$ cat src/rtl/gpio_port_pkg.sv
package gpio_port_pkg;

  localparam int ADDR_W = 3;

  typedef enum logic [ADDR_W-1:0] {
    REG_PINS   = 3'd0,
    REG_INVERT = 3'd1,
    REG_DIR    = 3'd2,
    REG_DRIVE  = 3'd3,
    REG_MASK   = 3'd4,
    REG_KEEP   = 3'd5,
    REG_PULL   = 3'd6,
    REG_SPARE  = 3'd7
  } regAddr_e;

  // configuration register slots inside the datapath
  localparam int CFG_N      = 6;
  localparam int CFG_INVERT = 0;
  localparam int CFG_DIR    = 1;
  localparam int CFG_DRIVE  = 2;
  localparam int CFG_MASK   = 3;
  localparam int CFG_KEEP   = 4;
  localparam int CFG_PULL   = 5;

  typedef struct packed {
    logic [CFG_N-1:0] wrCfg;   // one write strobe per configuration slot
    logic             rdPins;  // read of the pin location (snapshot load)
    regAddr_e         rdSel;   // read mux select
  } portStrobe_t;

  function automatic bit cfgResetsHigh(input int slot);
    return (slot == CFG_DIR) || (slot == CFG_MASK);
  endfunction

endpackage

$ cat src/rtl/gpio_port_ctrl.sv
module gpio_port_ctrl
  import gpio_port_pkg::*;
(
  input  logic              wrEn,
  input  logic              rdEn,
  input  logic [ADDR_W-1:0] addr,
  output portStrobe_t       strb
);

  regAddr_e addrSel;
  assign addrSel = regAddr_e'(addr);

  always_comb begin
    strb        = '0;
    strb.rdSel  = addrSel;
    strb.rdPins = rdEn && (addrSel == REG_PINS);
    if (wrEn) begin
      case (addrSel)
        REG_INVERT: strb.wrCfg[CFG_INVERT] = 1'b1;
        REG_DIR:    strb.wrCfg[CFG_DIR]    = 1'b1;
        REG_DRIVE:  strb.wrCfg[CFG_DRIVE]  = 1'b1;
        REG_MASK:   strb.wrCfg[CFG_MASK]   = 1'b1;
        REG_KEEP:   strb.wrCfg[CFG_KEEP]   = 1'b1;
        REG_PULL:   strb.wrCfg[CFG_PULL]   = 1'b1;
        default:    ;  // pin location is read-only, spare location unused
      endcase
    end
  end

endmodule

$ cat src/rtl/gpio_port_cfgreg.sv
module gpio_port_cfgreg #(
  parameter int WIDTH    = 8,
  parameter bit RST_ONES = 1'b0
) (
  input  logic             clk,
  input  logic             rstN,
  input  logic             we,
  input  logic [WIDTH-1:0] d,
  output logic [WIDTH-1:0] q
);

  localparam logic [WIDTH-1:0] RST_VAL = RST_ONES ? '1 : '0;

  always_ff @(posedge clk or negedge rstN) begin
    if (!rstN)   q <= RST_VAL;
    else if (we) q <= d;
  end

endmodule

$ cat src/rtl/gpio_port_sync.sv
module gpio_port_sync #(
  parameter int WIDTH  = 8,
  parameter int STAGES = 2
) (
  input  logic             clk,
  input  logic             rstN,
  input  logic [WIDTH-1:0] d,
  output logic [WIDTH-1:0] q
);

  logic [WIDTH-1:0] stageQ [STAGES];

  for (genvar g = 0; g < STAGES; g++) begin : g_stage
    if (g == 0) begin : g_first
      always_ff @(posedge clk or negedge rstN) begin
        if (!rstN) stageQ[g] <= '0;
        else       stageQ[g] <= d;
      end
    end else begin : g_next
      always_ff @(posedge clk or negedge rstN) begin
        if (!rstN) stageQ[g] <= '0;
        else       stageQ[g] <= stageQ[g-1];
      end
    end
  end

  assign q = stageQ[STAGES-1];

endmodule

$ cat src/rtl/gpio_port_dp.sv
module gpio_port_dp
  import gpio_port_pkg::*;
#(
  parameter int PINS        = 8,
  parameter int SYNC_STAGES = 2
) (
  input  logic            clk,
  input  logic            rstN,
  input  portStrobe_t     strb,
  input  logic [PINS-1:0] wrData,
  input  logic [PINS-1:0] padIn,
  output logic [PINS-1:0] rdData,
  output logic [PINS-1:0] padOe,
  output logic [PINS-1:0] padOut,
  output logic [PINS-1:0] keepEn,
  output logic [PINS-1:0] pullUpEn,
  output logic [PINS-1:0] pullDnEn,
  output logic            irqDrvLow
);

  logic [PINS-1:0] cfgQ [CFG_N];
  logic [PINS-1:0] syncQ;
  logic [PINS-1:0] snapQ;
  logic [PINS-1:0] viewQ;
  logic [PINS-1:0] armed;
  logic [PINS-1:0] changed;

  for (genvar g = 0; g < CFG_N; g++) begin : g_cfg
    gpio_port_cfgreg #(
      .WIDTH    (PINS),
      .RST_ONES (cfgResetsHigh(g))
    ) u_cfg (
      .clk  (clk),
      .rstN (rstN),
      .we   (strb.wrCfg[g]),
      .d    (wrData),
      .q    (cfgQ[g])
    );
  end

  gpio_port_sync #(
    .WIDTH  (PINS),
    .STAGES (SYNC_STAGES)
  ) u_sync (
    .clk  (clk),
    .rstN (rstN),
    .d    (padIn),
    .q    (syncQ)
  );

  // snapshot taken at each read of the pin location
  always_ff @(posedge clk or negedge rstN) begin
    if (!rstN)            snapQ <= '0;
    else if (strb.rdPins) snapQ <= syncQ;
  end

  assign viewQ     = syncQ ^ cfgQ[CFG_INVERT];
  assign armed     = cfgQ[CFG_DIR] & ~cfgQ[CFG_MASK];
  assign changed   = (syncQ ^ snapQ) & armed;
  assign irqDrvLow = |changed;

  assign padOe    = ~cfgQ[CFG_DIR];
  assign padOut   = cfgQ[CFG_DRIVE];
  assign keepEn   = cfgQ[CFG_KEEP];
  assign pullUpEn = ~cfgQ[CFG_KEEP] & cfgQ[CFG_PULL];
  assign pullDnEn = ~cfgQ[CFG_KEEP] & ~cfgQ[CFG_PULL];

  always_comb begin
    case (strb.rdSel)
      REG_PINS:   rdData = viewQ;
      REG_INVERT: rdData = cfgQ[CFG_INVERT];
      REG_DIR:    rdData = cfgQ[CFG_DIR];
      REG_DRIVE:  rdData = cfgQ[CFG_DRIVE];
      REG_MASK:   rdData = cfgQ[CFG_MASK];
      REG_KEEP:   rdData = cfgQ[CFG_KEEP];
      REG_PULL:   rdData = cfgQ[CFG_PULL];
      default:    rdData = '0;
    endcase
  end


  snap_clear_chk: assert property (@(posedge clk) disable iff (!rstN)
    strb.rdPins |=> (!irqDrvLow || (syncQ != $past(syncQ))));


  out_pin_quiet_chk: assert property (@(posedge clk) disable iff (!rstN)
    ($stable(cfgQ[CFG_DIR]) && $stable(cfgQ[CFG_MASK]) && $stable(snapQ) &&
     (((syncQ ^ $past(syncQ)) & cfgQ[CFG_DIR]) == '0))
    |-> (irqDrvLow == $past(irqDrvLow)));

endmodule

$ cat src/rtl/gpio_irq_port.sv
module gpio_irq_port
  import gpio_port_pkg::*;
#(
  parameter int PINS        = 8,
  parameter int SYNC_STAGES = 2
) (
  input  logic              clk,
  input  logic              rstN,
  input  logic              wrEn,
  input  logic              rdEn,
  input  logic [ADDR_W-1:0] addr,
  input  logic [PINS-1:0]   wrData,
  output logic [PINS-1:0]   rdData,
  input  logic [PINS-1:0]   padIn,
  output logic [PINS-1:0]   padOe,
  output logic [PINS-1:0]   padOut,
  output logic [PINS-1:0]   keepEn,
  output logic [PINS-1:0]   pullUpEn,
  output logic [PINS-1:0]   pullDnEn,
  output logic              irqDrvLow
);

  portStrobe_t strb;

  gpio_port_ctrl u_ctrl (
    .wrEn (wrEn),
    .rdEn (rdEn),
    .addr (addr),
    .strb (strb)
  );

  gpio_port_dp #(
    .PINS        (PINS),
    .SYNC_STAGES (SYNC_STAGES)
  ) u_dp (
    .clk       (clk),
    .rstN      (rstN),
    .strb      (strb),
    .wrData    (wrData),
    .padIn     (padIn),
    .rdData    (rdData),
    .padOe     (padOe),
    .padOut    (padOut),
    .keepEn    (keepEn),
    .pullUpEn  (pullUpEn),
    .pullDnEn  (pullDnEn),
    .irqDrvLow (irqDrvLow)
  );


  dir_write_chk: assert property (@(posedge clk) disable iff (!rstN)
    (wrEn && regAddr_e'(addr) == REG_DIR) |=> (padOe == ~$past(wrData)));


  all_masked_chk: assert property (@(posedge clk) disable iff (!rstN)
    (wrEn && regAddr_e'(addr) == REG_MASK && wrData == '1) |=> !irqDrvLow);


  drive_write_chk: assert property (@(posedge clk) disable iff (!rstN)
    (wrEn && regAddr_e'(addr) == REG_DRIVE) |=> (padOut == $past(wrData)));


  keep_write_chk: assert property (@(posedge clk) disable iff (!rstN)
    (wrEn && regAddr_e'(addr) == REG_KEEP) |=>
      ((keepEn == $past(wrData)) && ((keepEn & (pullUpEn | pullDnEn)) == '0)));


  always @(posedge clk) begin
    if (!rstN) begin
      reset_state_chk: assert (padOe == '0 && !irqDrvLow && padOut == '0);
    end
  end

endmodule

$ cat config.mk
export PLATFORM = sky130hd
export DESIGN_NAME = gpio_irq_port
export DESIGN_NICKNAME = d
export VERILOG_FILES = /design/src/rtl/gpio_port_pkg.sv /design/src/rtl/gpio_port_ctrl.sv /design/src/rtl/gpio_port_cfgreg.sv /design/src/rtl/gpio_port_sync.sv /design/src/rtl/gpio_port_dp.sv /design/src/rtl/gpio_irq_port.sv
export SDC_FILE = /design/constraint.sdc
export NUM_CORES = 1
export LEC_CHECK = 0
export BUFFER_PORTS_ARGS = -buffer_cell sky130_fd_sc_hd__buf_4
export CORE_ASPECT_RATIO = 2
export CORE_UTILIZATION = 60
export CTS_CLUSTER_SIZE = 16
export DETAILED_ROUTE_END_ITERATION = 7
export GPL_TIMING_DRIVEN = 0
export PLACE_DENSITY_LB_ADDON = 0.08
export SYNTH_ARGS = -nofsm -noshare
export SYNTH_HDL_FRONTEND = slang
export SYNTH_HIERARCHICAL = 1
export SYNTH_SLANG_ARGS = --single-unit
$ cat constraint.sdc
create_clock -name clk -period 2.8 [get_ports clk]
set_input_delay 0.56 -clock clk [delete_from_list [all_inputs] [get_ports clk]]
set_output_delay 0.56 -clock clk [all_outputs]
set_load 0.03 [all_outputs]
==> results.md <==
* Global-route layer with the greatest usage: met2
* Post-Synthesis Cells at 257
* Clock Latency Late Sink at 0.33 ns
* Setup CP Type: input pin to primary output
* WL final at between 8000 and 9000 µm
* Post-CTS Resized at 0
* Crit-path max FO at 10
* Seq/Total Area, Yosys at 49.1%
* Clock sinks at 72
* Clock slew at reported path FFs at 0.05 ns
* Tightest Hold Check Type: input pin to register
* Routability congestion estimate from global placement at 0.789
* Non-Filler Instances at 406
* Syn Nets at 280
* Clk Tree Root Cell: clkbuf_16
* Worst Tran Pin Value at 0.879 ns
* Placed cells at slightly below 400
* Core box area at 0.00601 mm²
* Unrepaired setup endpoints after global routing: false
* Layout Skew at around 0.0037 ns
* Synthesis-to-finish area growth at 24.0%
* Fillers at between 400 and 500
* CTS tree: done
* GR Overflow Total at 0
* Register area at approximately 0.0018 mm²
* Commonest non-fill, non-tap cell in the layout: buf_4
* Slew margin rel. at 41.4%
* Post-detail-place hpwl at 5630 µm
* Hold depth at 1
* CP required at 2.24 ns
* Yosys warnings at 6
* Vias in the first global route at 2,580
* Dominant cell type by area after synthesis: dfrtp_1
* Final ANT Viol Nets at 0
* Synth top area cells: dfrtp_1 (38%), mux2_4 (22%), dfstp_2 (11%), mux4_2 (4.2%), xnor2_1 (3.5%)
* Status: finished, violations left
* Setup TNS at 0 ns
* Final setup fails at 0
* Initial DRC Count at 112
* First-pass GRT wire length at approximately 13,000 µm
* Number of setup buffers added after CTS at 0
* Failing checks: design-rule violations
* Clk buf depth at 2
* Period Utilization, post-route at 93.2%
* Initial Utilization at 61.8%
* Period minus WS final at 2.61 ns
* PD cells at 825 mW/mm²
* Via count at ~2,300
* Static Leak at 2.14 nW
* Routing usage on met3 at around 8.0%
* R2r worst-path depth at 2
* Crit path launch type: input pin
* IR drop worst, VDD at about 0.00056 V
* Per-cell routed wire length at roughly 21 µm
* I/O pins at 72
* Crit. End Element: primary output
* Die area at 0.00652 mm²
* Share of the synthesized area in the top cell type at a little under two fifths
* Die Height at ~110 µm
* Drt drc at 4
* Cell Area, Synth at 0.00371 mm²
* Std-Cell Rows at 40
* DRT Pass-1 Iters at 8
* Die Width at 57.6 µm
* Post-CTS Hold Fix Bufs at 0
* Initial antenna violation count at 0
* Pin count of the biggest net entering global routing at 73
* Synth Register Bits at 72
* Most frequent cells in the layout: buf_4 (82), dfrtp_1 (56), mux2_4 (54)
* Global Route Usage Sum at 28.4%
* Max-slew violations at 0
* Util after Layout at about three quarters
* Fraction of layout cells with a size suffix above 1 at between 50 and 60%
* Max cap viols at 0
* H-tree depth at 3
* PortBufs at 71
* CP arrival at 2.05 ns
* DP Worst Slack at 0.205 ns
* Final setup margin at between 0.15 and 0.2 ns
* Avg Cell Area, Syn at approximately 14 µm²
* Final Net Count at ~360
* Ant. Diodes at 0
* Met1 Usage GRT at 31.5%
* Final count of hold timing violations at 0
* CTS buffer count at 9
* Netlist cell types at 27
* Fmax achieved at 383 MHz
* DR vias/cell at 5.67
* Area of the multi-input gates at between 0.0015 and 0.002 mm²
* Met2 Use GR at 48.7%
[sequential cells by signal, summed over array words and instances (netlist names)]
signal              cells
u_dp/snapQ              8
u_dp/u_sync/stageQ      8
u_dp/u_sync/q           8
u_dp/g_cfg.u_cfg/q     48
[metrics by stage]
stage,hold slack (ns),total power [mW],area [µm²]
6_report,0.331,3.79,4600
5_1_grt,0.325,3.94,4600
4_1_cts,0.323,3.82,4600
3_5_place_dp,0.336,2.74,4320
3_3_place_gp,0.332,2.70,4320
2_1_floorplan,0.264,2.30,3710
[final timing paths]
| check | start | slack (ns) | endpoint |
|---|---|---|---|
| worst max-delay path | addr[0] | 0.19 | rdData[2] |
| max in group asynchronous | rstN | 1.87 | u_dp/u_sync/stageQ[10] |
| worst max register to register | u_dp/u_sync/q[4] | 1.90 | u_dp/snapQ[4] |
| worst min-delay path | padIn[7] | 0.33 | u_dp/u_sync/stageQ[15] |
| worst min register to register | u_dp/u_sync/stageQ[9] | 0.34 | u_dp/u_sync/q[1] |
| min in group asynchronous | rstN | 0.35 | u_dp/g_cfg[4].u_cfg/q[7] |
[synth_stat cells (all sizes together)]
library cell and count:
nor4b 1, inv 9, mux2i 1, mux4 7, or4 1, and4bb 3
and4b 3, and2b 4, o32ai 5, nand2b 10, o21ai 7, xnor2 15
buf 22, xor2 1, a221oi 2, nor2 8, dfrtp 56, mux2 65
clkbuf 1, dfstp 16, nand2 7, nor2b 13
[where the power goes]
part / total [mW] / internal (mW) / switching (mW)
registers: 1.44 / 1.27 / 0.172
logic: 1.29 / 0.645 / 0.643
clock network: 1.06 / 0.668 / 0.395
total: 3.79 / 2.58 / 1.21
[kinds of logic after synthesis]
kind of cell / share of synthesized area (%)
multiplexers: 29.7
buffers and inverters: 6.07
XOR/XNOR: 3.78
flip-flops: 49.1
AND/OR/NAND/NOR: 8.74
AO/OA/AOI/OAI: 2.60
[worst max-delay path, stage by stage]
cell      delay, ns
buf_4          0.12
buf_4          0.17
buf_6          0.20
mux2_1         0.33
a221oi_1       0.32
o32ai_1        0.16
buf_4          0.19
[final cells by class]
| cell class | count | share of cell area, % |
|---|---|---|
| inverters | 9 | 0.734 |
| clock buffers | 15 | 6.04 |
| multi-input cells | 153 | 36.2 |
| flip-flops and latches | 72 | 39.6 |
| well taps | 63 | 1.71 |
| plain buffers | 23 | 4.16 |
| repair buffers | 71 | 11.6 |
[per-layer routing]
| metal | vias up | part of all wire (%) |
|---|---|---|
| met5 | - | 0 |
| met3 | 22 | 5.0 |
| met2 | 84 | 54 |
| met4 | 0 | 2.5 |
| met1 | 1155 | 38 |
| li1 | 1043 | - |
Power figures use the tool's default switching activity.
